$ cat src/rtl/burst_pkg.sv
// Shared types for the burst supervisor.
package burst_pkg;
    typedef enum logic {
        MODE_NORMAL = 1'b0,
        MODE_BURST  = 1'b1
    } mode_e;
endpackage

$ cat src/rtl/burst_entry_blank.sv
// Entry qualifier: counts consecutive edges at which the feedback is low and
// the valley count sits at its ceiling. It requests entry on the
// BLANK_CYC-th such edge.
// Assumes: inputs are synchronous, and the count is held at zero while in burst.
module burst_entry_blank #(
    parameter int BLANK_CYC  = 20,
    parameter int VALLEY_W   = 3,
    parameter int VALLEY_MAX = 7
) (
    input  logic                clk,
    input  logic                rst_n,
    input  logic                fb_enter_low,
    input  logic [VALLEY_W-1:0] valley_cnt,
    input  logic                in_burst,
    output logic                enter_req
);
    localparam int CNT_W = $clog2(BLANK_CYC + 1);
    localparam logic [CNT_W-1:0]    LAST = CNT_W'(BLANK_CYC - 1);
    localparam logic [VALLEY_W-1:0] VMAX = VALLEY_W'(VALLEY_MAX);

    logic [CNT_W-1:0] cnt_q;
    logic             cond;

    // Both entry conditions hold, and the block is not already in burst.
    assign cond      = fb_enter_low && (valley_cnt == VMAX) && !in_burst;
    assign enter_req = cond && (cnt_q == LAST);

    // Blanking counter: restarts whenever the condition breaks.
    always_ff @(posedge clk) begin
        if (!rst_n) begin
            cnt_q <= '0;
        end else if (!cond) begin
            cnt_q <= '0;
        end else if (cnt_q != LAST) begin
            cnt_q <= cnt_q + 1'b1;
        end
    end
endmodule

$ cat src/rtl/burst_mode_ctrl.sv
// Mode controller: tracks normal/burst mode and the switching-run flag
// inside burst (hysteresis band). It issues the valley reset pulse on exit.
// Assumes: period_end comes from the timer and is high in the last cycle of a period.
module burst_mode_ctrl
    import burst_pkg::*;
(
    input  logic clk,
    input  logic rst_n,
    input  logic enter_req,
    input  logic fb_burst_on,
    input  logic fb_burst_off,
    input  logic fb_leave,
    input  logic period_end,
    output logic in_burst,
    output logic run,
    output logic valley_set
);
    mode_e mode_q;
    logic  run_q;
    logic  stop_req_q;
    logic  vset_q;

    assign in_burst   = (mode_q == MODE_BURST);
    assign run        = run_q;
    assign valley_set = vset_q;

    // Mode, run flag, pending stop and exit pulse.
    always_ff @(posedge clk) begin
        if (!rst_n) begin
            mode_q     <= MODE_NORMAL;
            run_q      <= 1'b0;
            stop_req_q <= 1'b0;
            vset_q     <= 1'b0;
        end else begin
            vset_q <= 1'b0;
            case (mode_q)
                MODE_NORMAL: begin
                    run_q      <= 1'b0;
                    stop_req_q <= 1'b0;
                    if (enter_req) mode_q <= MODE_BURST;
                end
                default: begin
                    if (fb_leave) begin
                        mode_q     <= MODE_NORMAL;
                        run_q      <= 1'b0;
                        stop_req_q <= 1'b0;
                        vset_q     <= 1'b1;
                    end else if (!run_q) begin
                        stop_req_q <= 1'b0;
                        if (fb_burst_on) run_q <= 1'b1;
                    end else if (period_end && (stop_req_q || fb_burst_off)) begin
                        run_q      <= 1'b0;
                        stop_req_q <= 1'b0;
                    end else if (fb_burst_off) begin
                        stop_req_q <= 1'b1;
                    end else if (fb_burst_on) begin
                        stop_req_q <= 1'b0;
                    end
                end
            endcase
        end
    end

    // The valley pulse lasts a single cycle.
    assert_vset_single_R8: assert property (@(posedge clk) disable iff (!rst_n)
        vset_q |=> !vset_q);

    // Switching only runs in burst mode.
    assert_run_in_burst_R5: assert property (@(posedge clk) disable iff (!rst_n)
        run_q |-> (mode_q == MODE_BURST));
endmodule

$ cat src/rtl/burst_pwm_timer.sv
// Fixed-rate pulse generator for burst switching. Each period opens with the
// gate high. The gate closes at half the period or one cycle after a
// current trip, whichever comes first.
// Assumes: run comes from a register, and PERIOD_CYC is even and at least 2.
module burst_pwm_timer #(
    parameter int PERIOD_CYC = 16
) (
    input  logic clk,
    input  logic rst_n,
    input  logic run,
    input  logic cs_trip,
    output logic gate,
    output logic period_end
);
    localparam int PH_W = $clog2(PERIOD_CYC);
    localparam int HALF = PERIOD_CYC / 2;
    localparam logic [PH_W-1:0] LAST  = PH_W'(PERIOD_CYC - 1);
    localparam logic [PH_W-1:0] HALFV = PH_W'(HALF);

    logic [PH_W-1:0] phase_q;
    logic            trip_q;

    assign period_end = run && (phase_q == LAST);
    assign gate       = run && (phase_q < HALFV) && !trip_q;

    // Phase counter: wraps each period and parks at zero when idle.
    always_ff @(posedge clk) begin
        if (!rst_n || !run) begin
            phase_q <= '0;
        end else if (phase_q == LAST) begin
            phase_q <= '0;
        end else begin
            phase_q <= phase_q + 1'b1;
        end
    end

    // Trip latch: holds the gate off until the period wraps.
    always_ff @(posedge clk) begin
        if (!rst_n || !run || period_end) begin
            trip_q <= 1'b0;
        end else if (gate && cs_trip) begin
            trip_q <= 1'b1;
        end
    end

    // Checker counter: length of the current gate-high stretch.
    logic [PH_W:0] hi_len_q;
    always_ff @(posedge clk) begin
        if (!rst_n || !gate) hi_len_q <= '0;
        else                 hi_len_q <= hi_len_q + 1'b1;
    end

    assert_half_duty_R5: assert property (@(posedge clk) disable iff (!rst_n)
        hi_len_q <= (PH_W+1)'(HALF));

    assert_trip_hold_R6: assert property (@(posedge clk) disable iff (!rst_n)
        ($past(gate && cs_trip) && !$past(period_end)) |-> !gate);
endmodule

$ cat src/rtl/burst_supervisor.sv
// Top of the light-load burst supervisor: combines the entry qualifier, the
// mode controller and the fixed-rate burst timer.
// Assumes: all threshold flags come from already synchronised comparator outputs.
module burst_supervisor #(
    parameter int PERIOD_CYC = 16,
    parameter int BLANK_CYC  = 20,
    parameter int VALLEY_W   = 3,
    parameter int VALLEY_MAX = 7
) (
    input  logic                clk,
    input  logic                rst_n,
    input  logic                fb_enter_low,
    input  logic                fb_burst_off,
    input  logic                fb_burst_on,
    input  logic                fb_leave,
    input  logic                cs_trip,
    input  logic [VALLEY_W-1:0] valley_cnt,
    output logic                burst_active,
    output logic                burst_gate,
    output logic                pwm_enable,
    output logic                valley_set_one
);
    logic enter_req;
    logic run;
    logic period_end;

    burst_entry_blank #(
        .BLANK_CYC (BLANK_CYC),
        .VALLEY_W  (VALLEY_W),
        .VALLEY_MAX(VALLEY_MAX)
    ) u_entry (
        .clk         (clk),
        .rst_n       (rst_n),
        .fb_enter_low(fb_enter_low),
        .valley_cnt  (valley_cnt),
        .in_burst    (burst_active),
        .enter_req   (enter_req)
    );

    burst_mode_ctrl u_mode (
        .clk         (clk),
        .rst_n       (rst_n),
        .enter_req   (enter_req),
        .fb_burst_on (fb_burst_on),
        .fb_burst_off(fb_burst_off),
        .fb_leave    (fb_leave),
        .period_end  (period_end),
        .in_burst    (burst_active),
        .run         (run),
        .valley_set  (valley_set_one)
    );

    burst_pwm_timer #(
        .PERIOD_CYC(PERIOD_CYC)
    ) u_timer (
        .clk       (clk),
        .rst_n     (rst_n),
        .run       (run),
        .cs_trip   (cs_trip),
        .gate      (burst_gate),
        .period_end(period_end)
    );

    // The switching section is on in normal mode, and in burst only while running.
    assign pwm_enable = !burst_active || run;

    assert_enter_conds_R2: assert property (@(posedge clk) disable iff (!rst_n)
        $rose(burst_active) |->
            ($past(fb_enter_low) && ($past(valley_cnt) == VALLEY_W'(VALLEY_MAX))));

    assert_exit_pulse_R8: assert property (@(posedge clk) disable iff (!rst_n)
        $fell(burst_active) |-> valley_set_one);

    assert_no_trunc_R7: assert property (@(posedge clk) disable iff (!rst_n)
        ($fell(run) && burst_active) |-> $past(period_end));

    assert_gate_window_R5: assert property (@(posedge clk) disable iff (!rst_n)
        burst_gate |-> (burst_active && pwm_enable));
endmodule

$ cat config.mk
export PLATFORM = sky130hd
export DESIGN_NAME = burst_supervisor
export DESIGN_NICKNAME = d
export VERILOG_FILES = /design/src/rtl/burst_pkg.sv /design/src/rtl/burst_entry_blank.sv /design/src/rtl/burst_mode_ctrl.sv /design/src/rtl/burst_pwm_timer.sv /design/src/rtl/burst_supervisor.sv
export SDC_FILE = /design/constraint.sdc
export NUM_CORES = 1
export LEC_CHECK = 0
export BUFFER_PORTS_ARGS = -buffer_cell sky130_fd_sc_hd__buf_2
export CAP_MARGIN = 10
export CORE_AREA = 2 2 39 41
export CTS_BUF_LIST = sky130_fd_sc_hd__clkbuf_16
export DETAILED_ROUTE_END_ITERATION = 7
export DIE_AREA = 0 0 41 43
export GPL_TIMING_DRIVEN = 0
export PLACE_DENSITY = 0.66
export SKIP_CTS_REPAIR_TIMING = 1
export SLEW_MARGIN = 10
export SYNTH_ARGS = -nofsm -noshare
export SYNTH_HDL_FRONTEND = slang
export SYNTH_SLANG_ARGS = --single-unit
$ cat constraint.sdc
create_clock -name clk -period 2.45 [get_ports clk]
set_input_delay 0.735 -clock clk [delete_from_list [all_inputs] [get_ports clk]]
set_output_delay 0.735 -clock clk [all_outputs]
set_load 0.01 [all_outputs]
==> results.json <==
{
  "syn_nets": 68,
  "period_needed_ns": 1.77,
  "gp_congestion": 0.700,
  "syn2layout_area_growth_pct": 28.8,
  "seq_area_um2": 280,
  "synth_cells": 56,
  "routedWlPerCell_um": 10.4,
  "die_y_um": 43,
  "ys_warn_count": 0,
  "grt_max_degree": 9,
  "hp-class": "flip-flop to flip-flop",
  "antenna_found_initial": 0,
  "multi_input_area_um2": 264,
  "grt_pass1_vias": 334,
  "rr_worst_depth": 4,
  "rsz0062_at_grt": "false",
  "drt_iter0_markers": 6,
  "final_cell_area_um2": 716,
  "fmax_mhz": 565,
  "grt_overflow": 0,
  "clockBufferDepth": 2,
  "slew_violations": 0,
  "core_area_um2": 1380,
  "timing.rr.end": "u_entry.cnt_q[1]$_SDFFE_PN0P_",
  "fp.dieW_um": 41,
  "initial_core_util_pct": 40.1,
  "placed_cell_area_um2": 641,
  "crit_required_ns": 1.71,
  "vdd_drop_max_uv": 466,
  "final-hold-violation-count": 0,
  "dp_hpwl_um": 669,
  "cts_sinks": 14,
  "syn_area_per_cell_um2": 9.92,
  "row_count": 14,
  "clock-root-buffer": "clkbuf_16",
  "wl_um": 912,
  "power_mw": 0.541,
  "slew_headroom_pct": 84.9,
  "clock_latency_ns": 0.24,
  "grtUsageTotal_pct": 12.6,
  "rr_startpoint": "u_entry.cnt_q[0]$_SDFFE_PN0P_",
  "setup_tns_ns": 0,
  "vias": 430,
  "tightest_slew_ns": 0.226,
  "drc_errors": 0,
  "cap_viol_max_count": 0,
  "seq_area_frac_synth_pct": 50.5,
  "die_area_um2": 1760,
  "ys_types": 20,
  "cts_tree": "done",
  "r2r_slack_ns": 1.22,
  "port_buffers": 13,
  "critPathKind": "flip-flop to primary output",
  "startpoint": "u_mode.run$_SDFF_PP0_",
  "fin_skew_ns": 0.00285,
  "grt_pass1_wl_mm": 1.43,
  "fillers": 127,
  "period_share_pct": 72.2,
  "endpoint": "burst_gate",
  "worst_setup_path_start_kind": "flip-flop",
  "postRouteAntennaNets": 0,
  "p_per_area_nw_per_um2": 756,
  "drive_gt1_share_pct": 25.0,
  "arrival_ns": 1.03,
  "p_leak_nw": 0.301,
  "status": "finished clean",
  "diodes": 0,
  "netlist_area_um2": 556,
  "io_pins": 14,
  "dr.pass1.iters": 2,
  "path_clk_slew_ns": 0.04,
  "viasPerCell": 4.89,
  "crit_path_end_kind": "primary output",
  "cts_buffers": 3,
  "synth-seq-cells": 14,
  "nets": 86,
  "critPathMaxFanout": 8,
  "setup_violations": 0,
  "htreeDepth": 1
}
worst max-delay path, cell delays in order, from the launching register on:
cell and delay [ns]:
dfxtp_1 0.43, nor3b_1 0.20, buf_2 0.15
where the power goes:
group / total, mW / internal [mW] / switching (mW)
clock: 0.301 / 0.213 / 0.0882
combinational: 0.0109 / 0.00660 / 0.00433
sequential: 0.229 / 0.229 / 0.000284
state kept, by name, indices dropped and copies added (netlist names):
signal and flops:
u_mode.valley_set 1, u_mode.in_burst 1, u_mode.run 1, u_mode.stop_req_q 1
u_entry.cnt_q 5, u_timer.trip_q 1, u_timer.phase_q 4
cells in the final DEF (no fill, tap or decap), types with 2 or more instances in the layout:
cell type	n
dfxtp_1	14
buf_2	13
nor2_1	8
nand3_1	5
xor2_1	4
inv_1	3
o21ai_0	3
clkbuf_16	3
nor3b_1	2
xnor2_1	2
and3_1	2
nor3_1	2
ha_1	2
metrics by stage:
| step | util [%] | instances | hold WS, ns | setup slack, ns |
|---|---|---|---|---|
| 2_1_floorplan | - | 56 | 0.418 | 1.00 |
| 3_3_place_gp | 46.3 | 85 | 0.432 | 0.950 |
| 3_5_place_dp | 46.3 | 85 | 0.444 | 0.937 |
| 4_1_cts | 51.7 | 88 | 0.454 | 0.666 |
| 5_1_grt | 51.7 | 88 | 0.469 | 0.575 |
| 6_report | 51.7 | 88 | 0.455 | 0.681 |
synthesized netlist by cell type:
library cell	count	area [µm²]
dfxtp_1	14	280
nor2_1	8	30.0
nand3_1	5	25.0
xor2_1	4	35.0
inv_1	3	11.3
o21ai_0	3	15.0
and3_1	2	12.5
ha_1	2	25.0
nor3_1	2	10.0
nor3b_1	2	15.0
xnor2_1	2	17.5
a31oi_1	1	6.26
and4b_1	1	10.0
and4bb_4	1	16.3
mux2i_1	1	10.0
nand2b_1	1	6.26
nand3_2	1	10.0
nand3b_1	1	7.51
nor2b_1	1	6.26
o22ai_1	1	6.26
per-layer routing:
| metal | part of all wire, % | vias to the layer above | track usage, % | wire [µm] |
|---|---|---|---|---|
| met5 | 0 | - | 0 | 0 |
| met4 | 2.2 | 0 | 6.00 | 20 |
| met3 | 6.3 | 3 | 9.42 | 57 |
| met2 | 44 | 9 | 16.9 | 404 |
| met1 | 47 | 190 | 14.5 | 430 |
| li1 | - | 228 | - | - |
area by class of cell:
| type | count | area share, % |
|---|---|---|
| sequential | 14 | 39.2 |
| multi-input combinational | 39 | 36.9 |
| clock buffer | 3 | 10.5 |
| timing repair buffer | 13 | 9.09 |
| tap | 16 | 2.80 |
| inverter | 3 | 1.57 |
cells by family (layout without fill, tap and decap cells):
kind of cell,count (synthesis),count (layout),synth area share (%)
simple gates,25,25,26.8
flops,14,14,50.5
xor+xnor,6,6,9.46
compound gates,5,5,4.96
buf+inv,3,19,2.03
fa+ha+maj,2,2,4.50
mux,1,1,1.80
worst min path at each step:
stage                                   from                            end  slack, ns  depth (start not counted)
6_report       u_timer.phase_q[0]$_SDFF_PP0_  u_timer.phase_q[0]$_SDFF_PP0_       0.45                          1
5_1_grt        u_timer.phase_q[0]$_SDFF_PP0_  u_timer.phase_q[0]$_SDFF_PP0_       0.47                          1
2_1_floorplan  u_timer.phase_q[0]$_SDFF_PP0_  u_timer.phase_q[0]$_SDFF_PP0_       0.42                          1
4_1_cts        u_timer.phase_q[0]$_SDFF_PP0_  u_timer.phase_q[0]$_SDFF_PP0_       0.45                          1
3_3_place_gp   u_timer.phase_q[0]$_SDFF_PP0_  u_timer.phase_q[0]$_SDFF_PP0_       0.43                          1
3_5_place_dp   u_timer.phase_q[0]$_SDFF_PP0_  u_timer.phase_q[0]$_SDFF_PP0_       0.44                          1
Note: power is estimated with default switching activity, not from simulation.
